File: src/rtl/dls_pkg.sv
package dls_pkg;
  typedef enum logic {
    PH_IDLE = 1'b0,
    PH_LOAD = 1'b1
  } dls_phase_e;

  function automatic int unsigned idx_width(input int unsigned blocks);
    return (blocks > 1) ? $clog2(blocks) : 1;
  endfunction
endpackage

File: src/rtl/dls_block_ctr.sv
module dls_block_ctr #(
  parameter int unsigned NUM_BLOCKS = 5,
  localparam int unsigned IDX_W = dls_pkg::idx_width(NUM_BLOCKS)
) (
  input  logic             clk,
  input  logic             rst_n,
  input  logic             clr,
  input  logic             adv,
  output logic [IDX_W-1:0] idx,
  output logic             last
);
  localparam logic [IDX_W-1:0] LAST_IDX = IDX_W'(NUM_BLOCKS - 1);

  logic [IDX_W-1:0] idx_q, idx_d;
  logic             idx_en;

  assign last = (idx_q == LAST_IDX);

  always_comb begin
    idx_en = clr | adv;
    idx_d  = idx_q;
    if (clr)       idx_d = '0;
    else if (adv)  idx_d = last ? '0 : IDX_W'(idx_q + 1'b1);
  end

  always_ff @(posedge clk or negedge rst_n) begin
    if (!rst_n)      idx_q <= '0;
    else if (idx_en) idx_q <= idx_d;
  end

  assign idx = idx_q;
endmodule

File: src/rtl/dls_gate_ctl.sv
module dls_gate_ctl (
  input  logic clk,
  input  logic rst_n,
  input  logic row_start,
  input  logic load_stb,
  input  logic last,
  output logic gate_win,
  output logic adv,
  output logic row_done,
  output logic row_abort
);
  import dls_pkg::*;

  dls_phase_e phase_q, phase_d;
  logic       done_q, done_d;
  logic       abort_q, abort_d;
  logic       finish;

  assign gate_win = (phase_q == PH_LOAD);
  assign adv      = gate_win & load_stb;
  assign finish   = adv & last & ~row_start;

  always_comb begin
    phase_d = phase_q;
    if (row_start)   phase_d = PH_LOAD;
    else if (finish) phase_d = PH_IDLE;
    done_d  = finish;
    abort_d = row_start & gate_win;
  end

  always_ff @(posedge clk or negedge rst_n) begin
    if (!rst_n) begin
      phase_q <= PH_IDLE;
      done_q  <= 1'b0;
      abort_q <= 1'b0;
    end else begin
      phase_q <= phase_d;
      done_q  <= done_d;
      abort_q <= abort_d;
    end
  end

  assign row_done  = done_q;
  assign row_abort = abort_q;
endmodule

File: src/rtl/dls_onehot_dec.sv
module dls_onehot_dec #(
  parameter int unsigned NUM_BLOCKS      = 5,
  parameter int unsigned LINES_PER_BLOCK = 256,
  localparam int unsigned IDX_W = dls_pkg::idx_width(NUM_BLOCKS),
  localparam int unsigned COL_W = $clog2(NUM_BLOCKS * LINES_PER_BLOCK)
) (
  input  logic                  gate_win,
  input  logic [IDX_W-1:0]      idx,
  output logic [NUM_BLOCKS-1:0] blk_en,
  output logic [COL_W-1:0]      col_base
);
  for (genvar g = 0; g < NUM_BLOCKS; g++) begin : g_en
    assign blk_en[g] = gate_win & (idx == IDX_W'(g));
  end

  assign col_base = COL_W'(idx) * COL_W'(LINES_PER_BLOCK);
endmodule

File: src/rtl/dline_demux_seq.sv
module dline_demux_seq #(
  parameter int unsigned NUM_BLOCKS      = 5,
  parameter int unsigned LINES_PER_BLOCK = 256,
  localparam int unsigned IDX_W = dls_pkg::idx_width(NUM_BLOCKS),
  localparam int unsigned COL_W = $clog2(NUM_BLOCKS * LINES_PER_BLOCK)
) (
  input  logic                  clk,
  input  logic                  rst_n,
  input  logic                  row_start,
  input  logic                  load_stb,
  output logic [NUM_BLOCKS-1:0] blk_en,
  output logic [IDX_W-1:0]      blk_idx,
  output logic [COL_W-1:0]      col_base,
  output logic                  gate_win,
  output logic                  row_done,
  output logic                  row_abort
);
  logic [1:0] rst_sync_q;
  logic       rst_sync_n;
  logic       adv;
  logic       last;

  always_ff @(posedge clk or negedge rst_n) begin
    if (!rst_n) rst_sync_q <= 2'b00;
    else        rst_sync_q <= {rst_sync_q[0], 1'b1};
  end
  assign rst_sync_n = rst_sync_q[1];

  dls_gate_ctl u_gate (
    .clk       (clk),
    .rst_n     (rst_sync_n),
    .row_start (row_start),
    .load_stb  (load_stb),
    .last      (last),
    .gate_win  (gate_win),
    .adv       (adv),
    .row_done  (row_done),
    .row_abort (row_abort)
  );

  dls_block_ctr #(.NUM_BLOCKS(NUM_BLOCKS)) u_ctr (
    .clk   (clk),
    .rst_n (rst_sync_n),
    .clr   (row_start),
    .adv   (adv),
    .idx   (blk_idx),
    .last  (last)
  );

  dls_onehot_dec #(
    .NUM_BLOCKS      (NUM_BLOCKS),
    .LINES_PER_BLOCK (LINES_PER_BLOCK)
  ) u_dec (
    .gate_win (gate_win),
    .idx      (blk_idx),
    .blk_en   (blk_en),
    .col_base (col_base)
  );
endmodule

File: config.mk
export PLATFORM = sky130hd
export DESIGN_NAME = dline_demux_seq
export DESIGN_NICKNAME = d
export VERILOG_FILES = /design/src/rtl/dls_pkg.sv /design/src/rtl/dls_block_ctr.sv /design/src/rtl/dls_gate_ctl.sv /design/src/rtl/dls_onehot_dec.sv /design/src/rtl/dline_demux_seq.sv
export SDC_FILE = /design/constraint.sdc
export NUM_CORES = 1
export LEC_CHECK = 0
export BUFFER_PORTS_ARGS = -buffer_cell sky130_fd_sc_hd__buf_4
export CORE_AREA = 2 2 39 41
export DETAILED_ROUTE_END_ITERATION = 12
export DIE_AREA = 0 0 41 43
export PLACE_DENSITY = 0.7
export SYNTH_ARGS = -nofsm -noshare
export SYNTH_HDL_FRONTEND = slang
export SYNTH_HIERARCHICAL = 1
export SYNTH_SLANG_ARGS = --single-unit
File: constraint.sdc
create_clock -name clk -period 0.8 [get_ports clk]
set_input_delay 0 -clock clk [delete_from_list [all_inputs] [get_ports clk]]
set_output_delay 0 -clock clk [all_outputs]
set_load 0.005 [all_outputs]
==> results.txt <==
----------------------------------------------------
[Timing]
  Period utilization ... 1.496
  Unrepaired setup endpoints after global routing ... yes
  Setup Skew ... 11.25 ps
  Number of max-slew violations in the final report ... 0
  Final hold slack ... 16.36 ps
  Minimum setup slack in the final design ... -396.6 ps
  Final critical delay including setup and external delays ... 1197 ps
  Maximum clock rate ... 835.7 MHz
  Number of failing hold endpoints at the final stage ... 0
  Number of failing setup endpoints in the final timing report ... 18
  Post-Route Setup TNS ... -4841 ps

[Power and ir drop]
  Power per cell area ... ~1200 mW/mm^2
  Seq pwr share ... 0.426
  Worst IR drop on VDD ... 811.4 uV
  Static leakage ... 0.4148 nW
  Logic pwr share ... 0.250
  Psw ... 0.2560 mW
  Clock share of power ... 0.324
  Sw frac ... 0.2496
  Internal power ... 0.7694 mW
  Sum of internal, switching and leakage power ... roughly 1 mW

[Floorplan]
  Ports ... 26
  Die outline width ... 41 um
  Area enclosed by the die boundary ... 0.001763 sq mm
  Area of the core ... 0.001384 sq mm
  Vert. Die Dim ... 43 um
  Core Rows ... 14
  Initial standard-cell utilization of the core ... 0.3553

[Synthesis]
  Top cell types by occurrence after synthesis ... buf_4 (11), dfrtp_1 (8), a21oi_1 (3), and4bb_2 (3), inv_1 (3)
  Count of warnings emitted by yosys ... 6
  Seq cells post-synth ... 8
  Share of Yosys cell area claimed by the top area cell type ... 0.4071
  Synthesized area ... 491.7 sq um
  Most used standard cell by instance count after synthesis ... buf_4
  Share of flip-flops with an asynchronous set or reset after synthesis ... 1.000
  Top cell type by total area after synthesis ... dfrtp_1
  Synth Flop Type ... dfrtp_1
  Sequential area share after synthesis ... 0.4071
  Synth area leaders ... dfrtp_1 (41%), buf_4 (17%), and4bb_2 (7.6%), ha_1 (5.1%), a21oi_1 (3.1%)
  Count of flip-flops with a built-in enable after synthesis ... 0
  Number of distinct standard cells referenced by the synthesized netlist ... 19
  Syn Area/Cell ... 10.69 sq um
  Cells after synthesis ... 46

[Global routing]
  Initial antenna violation count ... 0
  Via count of the first global-routing pass ... 367
  Global router's overall resource usage ... 0.1239
  Residual overflow from global routing ... 0
  Met2 track utilization from global routing ... 0.2156
  Met1 GRT Util ... 0.1200
  Global-route wire length before repair ... around 1.4 mm
  Pin count of the biggest net entering global routing ... 8
  Layer carrying the most global-route usage ... met2
  Met3 Track Usage GR ... 0.005236

[Routing]
  Antenna viol nets, final ... 0
  Vias/cell ... 4.484
  DRC violation total after the first TritonRoute iteration ... 4
  Router iterations before antenna repair ... 2
  Drt total wl ... 1.009 mm
  Post-detailed-route wirelength per cell ... 10.85 um
  Post-route DRC violation count ... 0
  Via count ... between 400 and 500

[Worst setup path]
  Worst setup startpoint ... u_ctr/idx[1]
  Crit path capture type ... output pin
  Required time at the worst-slack endpoint ... approximately 800 ps
  Reg2reg start ... u_ctr/idx[0]
  Critical path launch point type ... flip-flop
  Type of the worst setup path ... reg2out
  Signal arrival time at the worst endpoint ... 1200 ps
  Number of cells on the worst reg-to-reg path ... 4
  Biggest fanout along the worst timing path ... 6
  Reg2Reg Setup Slack ... -360 ps
  Endpoint of the lowest-slack register-to-register path ... u_ctr/idx[2]

[Status]
  Outcome ... complete, but fails checks
  Violated checks ... setup timing

[Job]
  Max-cap viol count ... 0

[Finish]
  Layout cells sized above 1 ... 0.6753
  Final design area excluding fillers ... 823.3 sq um
  Count of filler cells inserted in the layout ... around 110
  Total Nets Final ... 84
  Growth of design area from synthesis to finish ... 67.43%
  Count of antenna diodes in the layout ... 0
  Final Core Density ... 0.5949

[Placed design]
  Count of input and output buffers ... 17
  Placed wire-length estimate ... 671.3 um
  Cell area after placement ... ~630 sq um
  Final RePlAce weighted congestion ... roughly 0.73

[CTS]
  Max clock buf depth ... 2
  Number of buffers inserted during clock tree synthesis ... 3
  Insertion delay of the later-clocked pin in the worst-skew pair ... 260 ps
  Clock tree from TritonCTS ... yes
  Clock tree sinks ... 8
  Clk slew on worst S/H paths ... 60 ps
  CTS H-tree depth ... 1
  Clock root buffer master ... clkbuf_4

[Hold path]
  Number of cells traversed by the worst hold path ... 3
  Hold Crit Start ... load_stb
  Endpoint of the worst hold-timing path ... u_gate/row_done
  Path class of the lowest-slack min-delay path ... in2reg

----------------------------------------------------
## cells by family (layout without fill, tap and decap cells)
group,after synthesis,in the layout,synth area share
flops,8,8,0.4071
other cells,2,9,0.01527
fa+ha+maj,2,2,0.05088
buf+inv,14,38,0.1908
simple gates,15,15,0.2697
compound gates,5,5,0.06616
## final cells by class
class,count,area [sq um],share of cell area
Clock buffer,4,26.28,0.03191
Timing Repair Buffer,31,297.8,0.3617
Sequential cell,8,203.9,0.2477
Multi-Input combinational cell,31,261.5,0.3176
Inverter,3,13.76,0.01672
Tap cell,16,20.02,0.02432
## worst max path at each step
stage / end / slack, ps / cells after the start
final: blk_en[4] / -400 / 3
after global routing: blk_en[0] / -440 / 3
after CTS: blk_en[0] / -400 / 3
after detailed placement: u_gate/gate_win / -280 / 6
after global placement: u_gate/gate_win / -270 / 6
after floorplan: u_gate/gate_win / -270 / 6
## state kept, by name, summed over array words and instances (netlist names)
register and cells:
u_gate/row_abort 1, rst_sync_q 2, u_gate/gate_win 1, u_ctr/idx 3, u_gate/row_done 1
## cell usage in the layout, fill, tap and decap left out, types with 2 or more instances in the layout
| cell | Yosys | routed |
|---|---|---|
| a21oi_1 | 3 | 2 |
| and4bb_2 | 3 | 3 |
| buf_4 | 11 | 13 |
| buf_6 | 0 | 16 |
| clkbuf_4 | 0 | 3 |
| conb_1 | 2 | 9 |
| dfrtp_1 | 8 | 5 |
| dfrtp_2 | 0 | 3 |
| dlygate4sd3_1 | 0 | 2 |
| inv_2 | 0 | 2 |
| nand2b_1 | 2 | 2 |
| nand3_1 | 2 | 2 |
## per-layer routing
metal  vias up  wire length, um
met2        18              574
li1        198                -
met4         0                9
met5         -                0
met1       199              345
met3         2               79
## repair_timing
item	CTS	global route
setup endpoints to repair	18	18
hold buffers	2	0
hold endpoints to repair	7	0
cloned	0	0
gates resized for setup	21	6
setup buffers	7	3
pin swaps	4	2
## metrics by stage
stage / cells / worst slack (ps)
6_report: 93 / -396.6
5_1_grt: 93 / -443.4
4_1_cts: 92 / -402.8
3_5_place_dp: 79 / -284.6
3_3_place_gp: 79 / -267.3
2_1_floorplan: 53 / -274.9
## worst max-delay path, stage by stage, from the launching register on
cell	delay, ps
dfrtp_2	420
buf_6	140
and4bb_2	280
buf_4	110
## power groups by stage
stage          Sequential [mW]  Clock [mW]  Combinational [mW]
6_report                 0.437       0.333               0.256
5_1_grt                  0.439       0.363               0.283
4_1_cts                  0.436       0.349               0.241
3_5_place_dp             0.447           0               0.177
3_3_place_gp             0.447           0               0.171
2_1_floorplan            0.453           0               0.112
No activity file was read; power rests on OpenSTA's default activity.
